==> src/rtl/pwi_pkg.sv <==
package pwi_pkg;

    typedef enum logic {
        DIR_UP   = 1'b0,
        DIR_DOWN = 1'b1
    } dir_e;

    typedef struct packed {
        logic open;
        dir_e dir;
    } win_state_t;

endpackage

==> src/rtl/pwi_pulse_sync.sv <==
module pwi_pulse_sync #(
    parameter int SYNC_STAGES = 2
) (
    input  logic clk,
    input  logic rst_n,
    input  logic pulse_i,
    output logic evt_o
);
    localparam int MSB = SYNC_STAGES - 1;

    typedef struct packed {
        logic [SYNC_STAGES-1:0] chain;
        logic                   last;
    } sync_t;

    sync_t s_d, s_q;

    always_comb begin
        s_d       = s_q;
        s_d.chain = {s_q.chain[SYNC_STAGES-2:0], pulse_i};
        s_d.last  = s_q.chain[MSB];
        evt_o     = s_q.chain[MSB] & ~s_q.last;
    end

    always_ff @(posedge clk) begin
        if (!rst_n) s_q <= '0;
        else        s_q <= s_d;
    end

    AST_EDGE_SINGLE: assert property (@(posedge clk) disable iff (!rst_n)
        evt_o |=> !evt_o);

endmodule

==> src/rtl/pwi_window_track.sv <==
module pwi_window_track
    import pwi_pkg::*;
(
    input  logic clk,
    input  logic rst_n,
    input  logic win_open_i,
    input  logic win_bkg_i,
    input  logic evt_i,
    output logic inc_o,
    output logic dec_o,
    output logic close_bkg_o
);
    win_state_t w_d, w_q;
    dir_e       dir_now;

    always_comb begin
        dir_now     = dir_e'(win_bkg_i);
        w_d.open    = win_open_i;
        w_d.dir     = dir_now;
        inc_o       = evt_i & win_open_i & (dir_now == DIR_UP);
        dec_o       = evt_i & win_open_i & (dir_now == DIR_DOWN);
        close_bkg_o = w_q.open & ~win_open_i & (w_q.dir == DIR_DOWN);
    end

    always_ff @(posedge clk) begin
        if (!rst_n) w_q <= '{open: 1'b0, dir: DIR_UP};
        else        w_q <= w_d;
    end

    AST_CLOSE_AFTER_OPEN: assert property (@(posedge clk) disable iff (!rst_n)
        close_bkg_o |-> $past(win_open_i) && $past(win_bkg_i));

endmodule

==> src/rtl/pwi_accum.sv <==
module pwi_accum #(
    parameter int ACC_W = 32
) (
    input  logic             clk,
    input  logic             rst_n,
    input  logic             clr_i,
    input  logic             restart_i,
    input  logic             inc_i,
    input  logic             dec_i,
    output logic [ACC_W-1:0] acc_o,
    output logic             ovf_o
);
    localparam logic [ACC_W-1:0] MAX_POS = {1'b0, {(ACC_W-1){1'b1}}};
    localparam logic [ACC_W-1:0] MIN_NEG = {1'b1, {(ACC_W-1){1'b0}}};
    localparam logic [ACC_W-1:0] ONE     = {{(ACC_W-1){1'b0}}, 1'b1};

    typedef struct packed {
        logic [ACC_W-1:0] acc;
        logic             ovf;
    } acc_t;

    acc_t a_d, a_q;

    always_comb begin
        a_d = a_q;
        if (clr_i) begin
            a_d.acc = '0;
            a_d.ovf = 1'b0;
        end else if (restart_i) begin
            a_d.acc = '0;
        end else if (inc_i) begin
            a_d.acc = a_q.acc + ONE;
            if (a_q.acc == MAX_POS) a_d.ovf = 1'b1;
        end else if (dec_i) begin
            a_d.acc = a_q.acc - ONE;
            if (a_q.acc == MIN_NEG) a_d.ovf = 1'b1;
        end
        acc_o = a_q.acc;
        ovf_o = a_q.ovf;
    end

    always_ff @(posedge clk) begin
        if (!rst_n) a_q <= '0;
        else        a_q <= a_d;
    end

    AST_STEP_BOUNDED: assert property (@(posedge clk) disable iff (!rst_n)
        (!clr_i && !restart_i) |=> (acc_o == $past(acc_o))
            || (acc_o == ACC_W'($past(acc_o) + ONE))
            || (acc_o == ACC_W'($past(acc_o) - ONE)));

    AST_OVF_STICKY: assert property (@(posedge clk) disable iff (!rst_n)
        (ovf_o && !clr_i) |=> ovf_o);

    AST_CLEAR_ZEROES: assert property (@(posedge clk) disable iff (!rst_n)
        clr_i |=> (acc_o == '0) && !ovf_o);

endmodule

==> src/rtl/pwi_seq_ctrl.sv <==
module pwi_seq_ctrl #(
    parameter int ACC_W  = 32,
    parameter int PAIR_W = 5
) (
    input  logic              clk,
    input  logic              rst_n,
    input  logic              clr_i,
    input  logic              close_bkg_i,
    input  logic [PAIR_W-1:0] pairs_m1_i,
    input  logic [ACC_W-1:0]  acc_i,
    output logic              restart_o,
    output logic [ACC_W-1:0]  result_o,
    output logic              done_o
);
    typedef struct packed {
        logic [PAIR_W-1:0] pairs;
        logic [ACC_W-1:0]  result;
        logic              done;
    } seq_t;

    seq_t c_d, c_q;
    logic last_pair;

    always_comb begin
        c_d       = c_q;
        c_d.done  = 1'b0;
        last_pair = close_bkg_i && (c_q.pairs == pairs_m1_i);
        restart_o = last_pair && !clr_i;
        if (clr_i) begin
            c_d.pairs = '0;
        end else if (close_bkg_i) begin
            if (last_pair) begin
                c_d.pairs  = '0;
                c_d.result = acc_i;
                c_d.done   = 1'b1;
            end else begin
                c_d.pairs = c_q.pairs + 1'b1;
            end
        end
        result_o = c_q.result;
        done_o   = c_q.done;
    end

    always_ff @(posedge clk) begin
        if (!rst_n) c_q <= '0;
        else        c_q <= c_d;
    end

    AST_DONE_ONE_CYCLE: assert property (@(posedge clk) disable iff (!rst_n)
        done_o |=> !done_o);

    AST_RESULT_HOLD: assert property (@(posedge clk) disable iff (!rst_n)
        !done_o |-> $stable(result_o));

    AST_DONE_AFTER_CLOSE: assert property (@(posedge clk) disable iff (!rst_n)
        done_o |-> $past(close_bkg_i) && !$past(clr_i));

endmodule

==> src/rtl/pulse_window_integrator.sv <==
module pulse_window_integrator #(
    parameter int ACC_W       = 32,
    parameter int PAIR_W      = 5,
    parameter int SYNC_STAGES = 2
) (
    input  logic              clk,
    input  logic              rst_n,
    input  logic              pulse_in,
    input  logic              win_open,
    input  logic              win_bkg,
    input  logic              seq_clear,
    input  logic [PAIR_W-1:0] pairs_m1,
    output logic [ACC_W-1:0]  result,
    output logic              done,
    output logic              overflow
);
    logic             evt;
    logic             inc, dec, close_bkg, restart;
    logic [ACC_W-1:0] acc;

    pwi_pulse_sync #(.SYNC_STAGES(SYNC_STAGES)) u_sync (
        .clk     (clk),
        .rst_n   (rst_n),
        .pulse_i (pulse_in),
        .evt_o   (evt)
    );

    pwi_window_track u_win (
        .clk         (clk),
        .rst_n       (rst_n),
        .win_open_i  (win_open),
        .win_bkg_i   (win_bkg),
        .evt_i       (evt),
        .inc_o       (inc),
        .dec_o       (dec),
        .close_bkg_o (close_bkg)
    );

    pwi_accum #(.ACC_W(ACC_W)) u_acc (
        .clk       (clk),
        .rst_n     (rst_n),
        .clr_i     (seq_clear),
        .restart_i (restart),
        .inc_i     (inc),
        .dec_i     (dec),
        .acc_o     (acc),
        .ovf_o     (overflow)
    );

    pwi_seq_ctrl #(.ACC_W(ACC_W), .PAIR_W(PAIR_W)) u_seq (
        .clk         (clk),
        .rst_n       (rst_n),
        .clr_i       (seq_clear),
        .close_bkg_i (close_bkg),
        .pairs_m1_i  (pairs_m1),
        .acc_i       (acc),
        .restart_o   (restart),
        .result_o    (result),
        .done_o      (done)
    );

    AST_RESTART_ZERO: assert property (@(posedge clk) disable iff (!rst_n)
        done |-> (acc == '0) || $past(seq_clear));

endmodule

==> config.mk <==
export PLATFORM = sky130hd
export DESIGN_NAME = pulse_window_integrator
export DESIGN_NICKNAME = d
export VERILOG_FILES = /design/src/rtl/pwi_pkg.sv /design/src/rtl/pwi_pulse_sync.sv /design/src/rtl/pwi_window_track.sv /design/src/rtl/pwi_accum.sv /design/src/rtl/pwi_seq_ctrl.sv /design/src/rtl/pulse_window_integrator.sv
export SDC_FILE = /design/constraint.sdc
export NUM_CORES = 1
export LEC_CHECK = 0
export BUFFER_PORTS_ARGS = -buffer_cell sky130_fd_sc_hd__buf_2
export CAP_MARGIN = 20
export CORE_AREA = 4 4 132 134
export DETAILED_ROUTE_END_ITERATION = 8
export DIE_AREA = 0 0 136 138
export PLACE_DENSITY_LB_ADDON = 0.12
export SLEW_MARGIN = 5
export SYNTH_ARGS = -nofsm -noshare
export SYNTH_HDL_FRONTEND = slang
export SYNTH_SLANG_ARGS = --single-unit
==> constraint.sdc <==
create_clock -name clk -period 9.5 [get_ports clk]
set_clock_uncertainty 0.1 [all_clocks]
set_input_delay 0.475 -clock clk [delete_from_list [all_inputs] [get_ports clk]]
set_output_delay 0.475 -clock clk [all_outputs]
set_load 0.05 [all_outputs]
==> results_dict.tcl, run 1 <==
set metrics [dict create \
    num_vias 4032 \
    drc_errors 0 \
    rows 47 \
    cts_root_buf "clkbuf_16" \
    io_buffers 44 \
    synth_fp_nets 651 \
    critPathSlowestCell "ha_1" \
    holdWs_ns 0.242 \
    drt_iter0_markers 152 \
    area_delta_synth_final_pct 9.38 \
    p_leak_nw 2.13 \
    synth_cell_types 57 \
    postCtsSetupBuffers 0 \
    clk_latency_ns 0.34 \
    cpPeakStageDelay_ns 0.39 \
    critPathArrivalTime_ns 3.54 \
    cts_resized 0 \
    path_class "flip-flop to flip-flop" \
    min_period_over_period_pct 36.1 \
    cp_cell_sequence "nand2_1 > or3_1 > buf_4 > ha_1 > a21o_1 > a21o_1 > o21ai_1 > a31oi_1 > a211o_1 > a221oi_2 > a21oi_1 > xnor2_1 > o22ai_1" \
    wl_per_cell_um 14.3 \
    cts_sinks 76 \
    grt_pass1_wl_mm 19.7 \
    yosysTopAreaCellShare_pct 31.7 \
    cts_buffer_depth 2 \
    synthCells 605 \
    synth.yosys.seq_area_share_pct 31.7 \
    synth_ff_type "dfxtp_1" \
    p_per_area_nw_per_um2 140 \
    required_ns 9.61 \
    die_w_um 136 \
    dr_wl_met2_mm 5.41 \
    path_max_fanout 34 \
    relSlewSlack_pct 48.8 \
    power.total_mw 0.735 \
    finalSetupViolCount 0 \
    synthTopCellsByArea "dfxtp_1, nand2_1, ha_1, a21oi_1, buf_4" \
    dr.max_layer_used "met4" \
    synth_edf_count 0 \
    core_um2 16300 \
    initial_core_util_pct 29.5 \
    yosys_register_bits 76 \
    met3_length_um 397 \
    final_antenna_net_count 0 \
    num_antenna_cells 0 \
    endpoint_kind "flip-flop" \
    cpMostUsedCell "a21o_1" \
    grt_usage_pct 13.0 \
    routed_wl_mm 11.9 \
    numCtsBuffers 9 \
    fmax_mhz 292 \
    met1Wirelength_mm 5.96 \
    die_h_um 138 \
    layout.nets 653 \
    pin_count 45 \
    hpwl_mm 8.37 \
    routed_via_density 4.86 \
    setup_tns_ns 0 \
    drv_cap 0 \
    synth_area_um2 4800 \
    yosysTopAreaCell "dfxtp_1" \
    antenna_found_initial 0 \
    hold_violations 0 \
    status "finished clean" \
    synthTopCellsByCount "nand2_1, dfxtp_1, a21oi_1" \
    tritoncts "done" \
    dr.pass1.iters 4 \
    drive_gt1_share_pct 12.3 \
    tightest_slew_ns 0.768 \
    grt_max_degree 40 \
    synth.most_common_cell "nand2_1" \
    drv_slew 0 \
    finalCriticalPeriod_ns 3.43 \
    cts_hold_buffers 0 \
    vdd_drop_max_mv 0.0791 \
    grt_pass1_vias 3918 \
    ys_warn_count 0 \
    overflow 0 \
    rsz0062_at_grt "false" \
    avgSynthCellArea_um2 7.93 \
    dieArea_um2 18800 \
    place_congestion 0.810 \
    setup.worst_path.start_class "flip-flop" \
    synthArstFlopShare_pct 0 \
    h-tree-depth 3 \
    clk_transition_reported_paths_ns 0.06 \
    hold_class "input pin to flip-flop" \
]
-- kinds of logic (layout without fill, tap and decap cells) --
logic type | count (synthesis) | in the layout | share of synthesized area, %
and+or+nand+nor | 235 | 235 | 22.6
AOI/OAI and AO/OA | 161 | 161 | 22.7
DFF | 76 | 76 | 31.7
buffers and inverters | 66 | 71 | 7.82
adders and majority gates | 35 | 35 | 9.28
xor gates and xnor gates | 32 | 32 | 5.84
-- path summary, 6_finish.rpt --
| check | to | slack [ns] | depth (start not counted) | from |
|---|---|---|---|---|
| worst max-delay path | u_acc.acc_o[28] | 6.07 | 13 | u_sync.s_d[0] |
| worst min-delay path | u_sync.s_d[2] | 0.24 | 2 | pulse_in |
| worst min register to register | u_sync.s_d[0] | 0.33 | 1 | u_sync.s_d[2] |
| worst max register to register | u_acc.acc_o[28] | 6.07 | 13 | u_sync.s_d[0] |
-- power by group --
group | switching (mW) | leakage [nW] | internal (mW)
clock network | 0.129 | 0.131 | 0.180
registers | 0.00349 | 0.614 | 0.322
logic | 0.0572 | 1.38 | 0.0438
total | 0.190 | 2.13 | 0.545
-- critical path, delay by kind of cell, from the launching register on --
family | cells | cell delay (ns)
AO/OA/AOI/OAI | 8 | 1.65
adder cells (fa/ha/maj) | 1 | 0.39
XOR/XNOR | 1 | 0.15
buffers and inverters | 1 | 0.26
AND/OR/NAND/NOR | 2 | 0.39
flip-flops | 1 | 0.32
-- area by class of cell --
type,count,area (um2)
Timing Repair Buffer,48,250
Multi-Input combinational cell,463,2910
Fill cell,1786,11000
Inverter,9,33.8
Clock inverter,3,15.0
Clock buffer,11,243
Sequential cell,76,1520
Tap cell,220,275
-- cell usage in the layout (no fill, tap or decap), types with 4 or more instances in the layout --
| master | n |
|---|---|
| ha_1 | 34 |
| a21boi_0 | 31 |
| nand2b_1 | 4 |
| or3_1 | 4 |
| nor4_1 | 10 |
| and2_1 | 7 |
| clkbuf_16 | 9 |
| and3_1 | 4 |
| buf_2 | 44 |
| a21oi_1 | 52 |
| a21o_1 | 16 |
| nand4_1 | 17 |
| nor2_1 | 29 |
| xor2_1 | 12 |
| o21ai_0 | 16 |
| nor3_1 | 4 |
| o21bai_1 | 5 |
| o22ai_1 | 4 |
| nand3_1 | 9 |
| xnor2_1 | 20 |
| a211oi_1 | 5 |
| inv_1 | 9 |
| buf_4 | 4 |
| nand2_1 | 132 |
| dfxtp_1 | 76 |
-- layer usage --
metal / global-route usage, % / vias to the layer above
met5: 0 / -
met4: 4.40 / 0
met3: 3.02 / 6
met2: 20.5 / 56
met1: 17.4 / 1871
li1: - / 2099
-- registers in the layout, indices dropped and copies added (netlist names) --
register and flops:
u_acc.acc_o 32, u_seq.result_o 32, u_seq.c_q 5, u_sync.s_d 2
u_win.w_q 2, u_acc.ovf_o 1, u_seq.done_o 1, u_sync.s_q 1
-- metrics by stage --
step / util, % / instance area [um2] / cells / worst slack (ns)
floorplan: - / 4800 / 605 / 6.00
global placement: 30.6 / 4990 / 816 / 5.90
detailed placement: 30.6 / 4990 / 816 / 5.84
CTS: 32.2 / 5250 / 830 / 6.11
global route: 32.2 / 5250 / 830 / 5.82
finish: 32.2 / 5250 / 830 / 6.07
(Power assumes the default switching activity.)
==> inputs of run 2 (changes only) <==
==> constraint.sdc (replaced) <==
create_clock -name clk -period 2.86 [get_ports clk]
set_clock_uncertainty 0.1 [all_clocks]
set_input_delay 0.143 -clock clk [delete_from_list [all_inputs] [get_ports clk]]
set_output_delay 0.143 -clock clk [all_outputs]
set_load 0.05 [all_outputs]
==> run 2 against run 1 <==
- the flow now finishes with violations (setup timing)
- final area increased by 19%
- critical path depth unchanged
- worst setup slack worse by 6.3 ns
- sequential cell count stayed put
- hold slack lost 0.19 ns
- clock power rose to 3.5 times the previous value
- combinational power increased to 4.7 times the previous value
- wire length increased by 15%
- final cell count increased by 10%
- register-to-register slack got worse by 6.3 ns
- count of clock-buffer cells in the layout up 2
- largest cell class unchanged
==> results_dict.tcl, run 2 (synthesized netlist as in run 1, its figures left out) <==
set metrics [dict create \
    status "finished, violations left" \
    violations "setup timing" \
    routed_via_density 4.85 \
    path_max_fanout 6 \
    fmax_mhz 325 \
    cpMostUsedCell "a21o_1" \
    critPathSlowestCell "or3_4" \
    min_period_over_period_pct 108 \
    die_h_um 138 \
    holdWs_ns 0.0499 \
    setup.worst_path.start_class "flip-flop" \
    cts_root_buf "clkbuf_16" \
    num_antenna_cells 0 \
    drv_slew 0 \
    drive_gt1_share_pct 28.8 \
    grt_usage_pct 14.9 \
    drt_iter0_markers 275 \
    num_vias 4438 \
    path_buf_inv 1 \
    grt_max_degree 39 \
    tritoncts "done" \
    p_leak_nw 2.60 \
    r2r_cells 13 \
    die_w_um 136 \
    clk_latency_ns 0.35 \
    wl_per_cell_um 14.9 \
    hold_violations 0 \
    h-tree-depth 3 \
    cp_top_family "compound AO/OA/AOI/OAI gates" \
    crit_cells 13 \
    final_antenna_net_count 0 \
    hold_path_depth 3 \
    dr.pass1.iters 4 \
    rsz0062_at_grt "true" \
    cts_buffer_depth 2 \
    cpPeakStageDelay_ns 0.40 \
    io_buffers 44 \
    dieArea_um2 18800 \
    fill_cells 1710 \
    finalSetupViolCount 15 \
    required_ns 2.99 \
    initial_core_util_pct 29.5 \
    tightest_slew_ns 0.596 \
    p_per_area_nw_per_um2 420 \
    pin_count 45 \
    vdd_drop_max_mv 0.292 \
    layout.nets 737 \
    hold_class "input pin to flip-flop" \
    antenna_found_initial 0 \
    cp_cell_sequence "nand2_2 > or3_4 > buf_12 > ha_4 > a21o_1 > a21o_1 > o21ai_2 > a31oi_1 > a211o_1 > a221oi_2 > a21oi_1 > xnor2_1 > o22ai_1" \
    drv_cap 0 \
    power.total_mw 2.63 \
    grt_pass1_vias 4451 \
    hpwl_mm 9.88 \
    numCtsBuffers 9 \
    relSlewSlack_pct 59.9 \
    setup_tns_ns -1.84 \
    final_cell_mix "nand2_1, buf_4, dfxtp_1" \
    place_congestion 0.856 \
    final_common_cell "nand2_1" \
    routed_wl_mm 13.6 \
    finalCriticalPeriod_ns 3.08 \
    overflow 0 \
    cts_sinks 76 \
    core_um2 16300 \
    grt_pass1_wl_mm 22.5 \
    path_class "flip-flop to flip-flop" \
    endpoint_kind "flip-flop" \
    drc_errors 0 \
    critPathArrivalTime_ns 3.21 \
    clk_transition_reported_paths_ns 0.06 \
    setup_ws_ns -0.217 \
    rows 47 \
    area_delta_synth_final_pct 30.1 \
]
==> run 2: layout make-up <==
class / count / area [um2] / share of cell area [%]
repair buffers: 132 / 926 / 14.8
multi-input cells: 463 / 3220 / 51.5
well taps: 220 / 275 / 4.41
inverters: 9 / 33.8 / 0.541
clock inverters: 2 / 10.0 / 0.160
clock buffers: 13 / 260 / 4.17
flip-flops and latches: 76 / 1520 / 24.4
==> run 2: report_power, final <==
group          internal (mW)  leakage [nW]  total [mW]  switching (mW)
registers               1.07         0.614        1.08          0.0122
clock network          0.628         0.135        1.07           0.446
logic                  0.238          1.85       0.471           0.234
total                   1.93          2.60        2.63           0.692
==> run 2: worst reg2reg max path: stages (launching register included) <==
cell and delay [ns]:
dfxtp_2 0.33, nand2_2 0.05, or3_4 0.40, buf_12 0.18, ha_4 0.21, a21o_1 0.21, a21o_1 0.19, o21ai_2 0.18
a31oi_1 0.12, a211o_1 0.28, a221oi_2 0.35, a21oi_1 0.13, xnor2_1 0.15, o22ai_1 0.10
==> run 2: per-stage QoR <==
| stage | utilization, % | cell area, um2 | instances | setup slack [ns] |
|---|---|---|---|---|
| global placement | 34.4 | 5600 | 887 | -0.289 |
| detailed placement | 34.4 | 5600 | 887 | -0.336 |
| CTS | 38.1 | 6200 | 913 | -0.229 |
| floorplan | - | 4860 | 605 | -0.100 |
| global route | 38.3 | 6250 | 915 | -0.388 |
| finish | 38.3 | 6250 | 915 | -0.217 |
==> run 2: routing by layer <==
layer / vias to the layer above / routed length [um] / share of wire [%] / track usage (%)
met5: - / 0 / 0 / 0
met4: 0 / 212 / 1.6 / 5.20
met3: 13 / 378 / 2.8 / 2.69
met2: 55 / 6670 / 49 / 25.0
met1: 2102 / 6370 / 47 / 19.0
li1: 2268 / - / - / -
==> run 2: repair_timing <==
action,in CTS,in global routing
hold buffers,2,0
endpoints found under the hold margin,2,0
setup buffers,8,3
pin swaps,41,9
setup endpoints to repair,19,23
gates cloned,1,0
resized for setup,46,12
==> run 2: final timing paths <==
path	endpoint	slack, ns	start
worst min register to register	u_sync.s_d[0]	0.35	u_sync.s_d[2]
worst min-delay path	u_win.w_q[1]	0.05	win_open
worst max-delay path	u_acc.acc_o[28]	-0.22	u_sync.s_d[0]
worst max register to register	u_acc.acc_o[28]	-0.22	u_sync.s_d[0]
